==> src/rtl/mask_cfg_bank.sv <==
module mask_cfg_bank #(
  parameter int NUM_REGS    = 16,
  parameter int ADDR_W      = 8,
  parameter int SENSE_A_IDX = 0,
  parameter int CTRL_IDX    = 1,
  parameter int SENSE_B_IDX = 2,
  parameter int PORT0_IDX   = 7,
  parameter int PORT1_IDX   = 13,
  parameter int PWR_BIT     = 13,
  parameter int LFPS_BIT    = 14
) (
  input  logic                   clk,
  input  logic                   rst,
  input  logic                   bus_valid,
  input  logic                   bus_write,
  input  logic [ADDR_W-1:0]      bus_addr,
  input  logic [31:0]            bus_wdata,
  output logic [31:0]            bus_rdata,
  output logic                   bus_rvalid,
  output logic [NUM_REGS*16-1:0] cfg_flat,
  output logic [1:0]             sense_a_sel,
  output logic                   pma_pwr_on,
  output logic                   rx_lfps_en,
  output logic [1:0]             sense_b_sel,
  output logic [15:0]            port0_cfg,
  output logic [15:0]            port1_cfg
);
  localparam int IDX_W = ADDR_W - 2;

  logic [15:0]      regs_q [NUM_REGS];
  logic [IDX_W-1:0] idx;
  logic             hit;
  logic [15:0]      wmask, wdata, rd_word;

  assign idx   = bus_addr[ADDR_W-1:2];
  assign hit   = (bus_addr[1:0] == 2'b00) && ({1'b0, idx} < (IDX_W+1)'(NUM_REGS));
  assign wmask = bus_wdata[31:16];
  assign wdata = bus_wdata[15:0];

  always_ff @(posedge clk) begin
    if (rst) begin
      for (int i = 0; i < NUM_REGS; i++) regs_q[i] <= '0;
    end else if (bus_valid && bus_write && hit) begin
      for (int i = 0; i < NUM_REGS; i++)
        if (idx == IDX_W'(i))
          regs_q[i] <= (regs_q[i] & ~wmask) | (wdata & wmask);
    end
  end

  always_comb begin
    rd_word = '0;
    for (int i = 0; i < NUM_REGS; i++)
      if (hit && idx == IDX_W'(i)) rd_word = regs_q[i];
  end

  always_ff @(posedge clk) begin
    if (rst) begin
      bus_rdata  <= '0;
      bus_rvalid <= 1'b0;
    end else begin
      bus_rvalid <= bus_valid && !bus_write;
      if (bus_valid && !bus_write) bus_rdata <= {16'h0000, rd_word};
    end
  end

  for (genvar g = 0; g < NUM_REGS; g++) begin : g_flat
    assign cfg_flat[g*16 +: 16] = regs_q[g];
  end

  assign sense_a_sel = regs_q[SENSE_A_IDX][1:0];
  assign pma_pwr_on  = regs_q[CTRL_IDX][PWR_BIT];
  assign rx_lfps_en  = regs_q[CTRL_IDX][LFPS_BIT];
  assign sense_b_sel = regs_q[SENSE_B_IDX][3:2];
  assign port0_cfg   = regs_q[PORT0_IDX];
  assign port1_cfg   = regs_q[PORT1_IDX];
endmodule

==> config.mk <==
export PLATFORM = sky130hd
export DESIGN_NAME = mask_cfg_bank
export DESIGN_NICKNAME = d
export VERILOG_FILES = /design/src/rtl/mask_cfg_bank.sv
export SDC_FILE = /design/constraint.sdc
export NUM_CORES = 1
export LEC_CHECK = 0
export BUFFER_PORTS_ARGS = -buffer_cell sky130_fd_sc_hd__buf_2
export CAP_MARGIN = 20
export CORE_ASPECT_RATIO = 1.5
export CORE_MARGIN = 3
export CORE_UTILIZATION = 58
export CTS_CLUSTER_DIAMETER = 80
export DETAILED_ROUTE_END_ITERATION = 7
export GPL_TIMING_DRIVEN = 0
export PLACE_DENSITY = 0.86
export SLEW_MARGIN = 20
export SYNTH_ARGS = -nofsm -noshare
export SYNTH_HDL_FRONTEND = slang
export SYNTH_SLANG_ARGS = --single-unit
==> constraint.sdc <==
create_clock -name clk -period 7 [get_ports clk]
set_input_delay 0.35 -clock clk [delete_from_list [all_inputs] [get_ports clk]]
set_output_delay 0.35 -clock clk [all_outputs]
set_load 0.1 [all_outputs]
* After elaboration in Yosys (flattened, before gate mapping)
Memories as Yosys holds them, arrays and structs flattened.
Cells that the tools add are included.
** Storage, ports and cells
- Memories kept :: 1
- Word-level logic and storage cells :: 190
- RAM bits :: 256
- Register bits :: 17
** Memory list
- regs_q :: words 16, width 16, read ports 16, clocked after Yosys merged registers in 0, wr ports 16, line 30 : logic [15:0] regs_q [NUM_REGS];
** Cells by class
- Reduce and logical (&&, ||, !) cells :: 23
- Mux-type cells :: 98
- Order comparisons :: 1
- Equality and inequality tests :: 15
- Bitwise gates (word level) :: 50
** Operator list (number)
- 16-bit two-way mux :: 32
- 16-bit AND :: 17
- 16-bit OR :: 16
- 1-bit two-way mux :: 66
- 6-bit by 4-bit == test with 1-bit output, second input constant :: 8
- 6-bit by 3-bit == test with 1-bit output, second input constant :: 4
- 1-bit logical AND :: 20
- 16-bit NOT :: 1
- 1-bit OR :: 16
- 6-bit by 2-bit == test with 1-bit output, second input constant :: 2
- 6-bit by 1-bit == test with 1-bit output, second input constant :: 1
- 6-bit zero test :: 1
- 6-bit by 5-bit < comparator with 1-bit output, second input constant :: 1
- 2-bit zero test :: 1
- 1-bit zero test :: 1

* Depth between registers and ports, before layout
- Word-level depth :: 19
- Gate-level depth with buffers :: 9

* Worst setup path before layout
OpenSTA, ideal clock, no wires.
- Path type :: in2reg
- Start point :: input bus_addr[7]
- End point :: memory regs_q[12][0], enable pin
- Setup slack :: 4.423 ns
- Cell stages on the path :: 6
- Required time :: 6.608 ns
- Data arrival time :: 2.184 ns
- Cell sequence :: buf_4 or2_2 clkbuf_1 nor2_1 nand2_1 o21bai_1
** RTL lines
- start: declaration :: line 16 : input logic [ADDR_W-1:0] bus_addr,
- end: declaration :: line 30

==> results.md <==
- Status: completed
- Dominant synthesized flop cell: edfxtp_1
- Ports placed on the boundary: 371
- Antenna viol nets, final: 0
- Critical path start-end classification: primary input to register
- Average cell area after synthesis: 10.7 µm²
- # clock sinks: 273
- Relative contribution of sequential cells to total power: 42.9%
- Horizontal die dimension: 137 µm
- Vias in the first global route: ~13000
- Via Count: 14404
- Clock-pin transition on the worst setup and hold timing paths: 0.07 ns
- Global-route usage over all layers: 41.5%
- Layout area overhead: 21.2%
- Grt met2 use: 65.9%
- 1st-pass router iterations: 7
- Kind of end point of the critical path: register
- Yosys top cell area share: approximately half
- Gate Count Post-Synth: between 1000 and 1500
- Highest fanout seen on the critical path: 10
- Power after layout: 0.00454 W
- Count of flip-flops with a built-in enable after synthesis: 256
- Startpoint Class: primary input
- Worst clock skew on the final layout: 0.0121 ns
- Max H-tree Level: 1
- Total power density per cell area: 250 nW/µm²
- Hold buffer count at cts: 0
- Post-DP HPWL: 45.0 mm
- DRC violation total after the first TritonRoute iteration: 2105
- Number of filler cells placed in the layout: ~1900
- Fraction of power consumed by combinational cells: 24.8%
- Sequential Area: 8030 µm²
- Input/output buffers: 350
- Unrepaired setup endpoints after global routing: no
- Internal power summed over all cells: about 0.0029 W
- Die height: 203 µm
- Max-slew headroom at the worst pin: 23.5%
- Max Slew Vio Count: 0
- Last weighted congestion value of the routability-driven placer: 1.01
- Skew-Pair Late Insertion Delay: between 0.5 and 0.6 ns
- Arrival time worst endpoint: around 3.5 ns
- Net total in the final layout: 1846
- Share of synthesized flip-flops with an asynchronous set or reset: 0%
- Global route overflow: 0
- Buffers from clock root to sink, at most: 3
- Met3 demand-to-capacity share in global routing: 8.28%
- DRC violations left: 0
- Total negative setup slack: 0 ns
- GRT met1 Usage: 52.1%
- Utilization after layout: 72.0%
- Clock period minus final worst setup slack: between 3 and 4 ns
- Max Fclk: between 0.3 and 0.4 GHz
- TritonCTS clock tree: yes
- CTS Root Cell: clkbuf_16
- Initial core utilization: 59.4%
- Largest net degree at the start of global routing: 17
- Flip-flop and latch count after synthesis: 273
- Most used standard cell by instance count after synthesis: a21oi_1
- Buffer count from post-CTS setup fixing: 0
- Number of antenna violations at the first check in global routing: 3
- Number of warnings printed during yosys synthesis: 0
- Cell type with the highest aggregate area in the netlist: edfxtp_1
- Core ar.: 25200 µm²
- Tightest Pin Transition: 1.14 ns
- First-pass GRT wire length: approximately 85 mm
- Post-synthesis instance area: ~15000 µm²
- Most utilized layer in the global route result: met2
- Maximum Capacitance Violations: 0
- Standard-cell rows: 71
- Post-cts resize count: 0
- Number of setup violations in the final report: 0
- Share of cells above drive strength 1: 29.9%
- Final routed wire length divided by cell count: about 28 µm
- Final hold vios: 0
- Sequential area share after synthesis: 53.6%
- Most numerous cell types in the synthesized netlist: a21oi_1 (285), nand2b_1 (259), edfxtp_1 (256)
- Multi-input gate area: between 6000 and 7000 µm²
- Power dissipated by switching net loads: 0.00167 W
- Via density: 6.69
- Portion of the clock cycle consumed by the worst path in the final layout: 44.2%
- Clock buffer count from CTS: 27
- Maximum resistive drop on vdd: 0.000239 V
- Fraction of power spent switching nets: 36.7%
- Top cells by area in the synthesized netlist: edfxtp_1 (51%), nand2b_1 (11%), a21oi_1 (9.5%)
- Count of cell types in the netlist: between 60 and 70
- LEAKAGE: 7.01 nW
- Post-Route WL: 59.9 mm
- Worst Hold Class: primary input to register
- Die area: 27800 µm²
- Clock share of power: 32.2%
- Critical path required time: 7.37 ns
-- routing by layer --
| metal | wire, µm | vias up |
|---|---|---|
| met4 | 4520 | 4 |
| li1 | - | 5943 |
| met3 | 7790 | 327 |
| met2 | 28200 | 1394 |
| met1 | 19400 | 6736 |
| met5 | 23 | - |
-- area by class of cell --
cell class                      count  share of cell area (%)
Antenna cell                        2                  0.0276
Buffer                            166                    4.94
Clock buffer                       34                    4.03
Clock inverter                     15                   0.730
Inverter                            3                  0.0620
Multi-Input combinational cell    976                    33.7
Sequential cell                   273                    44.2
Tap cell                          328                    2.26
Timing Repair Buffer              355                    10.0
-- registers in the layout (all words and copies together) (netlist names) --
name	flops
regs_q	256
bus_rdata	16
bus_rvalid	1
-- worst max-delay path, stage by stage --
cell and delay (ns):
buf_2 0.13, buf_2 0.19, nor4b_2 0.98, buf_2 0.47
nand3_1 0.54, clkbuf_1 0.50, a21oi_1 0.28
-- per-stage QoR --
stage          hold WS, ns  instance area (µm²)  instances  worst slack (ns)
3_3_place_gp         0.504                17200       2096              3.02
4_1_cts              0.287                18200       2150              4.21
2_1_floorplan        0.651                15000       1418              4.42
6_report             0.295                18200       2152              3.91
3_5_place_dp         0.498                17300       2101              3.65
5_1_grt              0.311                18200       2151              4.09
-- power groups by stage --
stage	Combinational, W	Sequential, W	Clock (W)
floorplan	0.000363	0.00248	0
global placement	0.00110	0.00198	0
detailed placement	0.00111	0.00198	0
CTS	0.00111	0.00194	0.00145
global route	0.00115	0.00195	0.00151
finish	0.00113	0.00195	0.00146
-- logic make-up (layout without fill, tap and decap cells) --
kind of cell	Yosys count	after routing	synth area share (%)
simple gates	454	454	17.8
buf+inv	169	573	6.06
other cells	1	18	0.0250
compound gates	459	459	18.4
flops	273	273	53.6
mux	47	47	4.22
-- worst paths after layout --
| path | startpoint | endpoint | slack, ns | cells after the start |
|---|---|---|---|---|
| setup / recovery | bus_addr[6] | regs_q[1][2] | 3.91 | 7 |
| hold / removal | bus_wdata[31] | regs_q[1][15] | 0.29 | 3 |
| setup reg to reg | regs_q[13][9] | bus_rdata[9] | 4.86 | 4 |
| hold reg to reg | bus_rdata[8] | bus_rdata[8] | 0.53 | 2 |
-- cells in the final DEF (no fill, tap or decap), drive strengths merged, types with 5 or more instances in the layout --
master / synthesis / final
nand4: 6 / 6
a22oi: 24 / 24
dfxtp: 17 / 17
o2111ai: 9 / 9
a21o: 9 / 9
nor4: 6 / 6
a211oi: 14 / 14
o32ai: 9 / 9
buf: 91 / 446
a2111oi: 10 / 10
conb: 1 / 16
nor2b: 18 / 18
o22ai: 16 / 16
nand2: 42 / 42
a211o: 5 / 5
nand3: 16 / 16
mux2: 19 / 19
clkbuf: 75 / 109
o21bai: 5 / 5
edfxtp: 256 / 256
mux4: 11 / 11
a21oi: 285 / 285
o21ai: 35 / 35
nor2: 59 / 59
nor3: 25 / 25
mux2i: 17 / 17
o2bb2ai: 5 / 5
nand2b: 259 / 259
clkinv: 0 / 10
No activity file was read; power rests on OpenSTA's default activity.
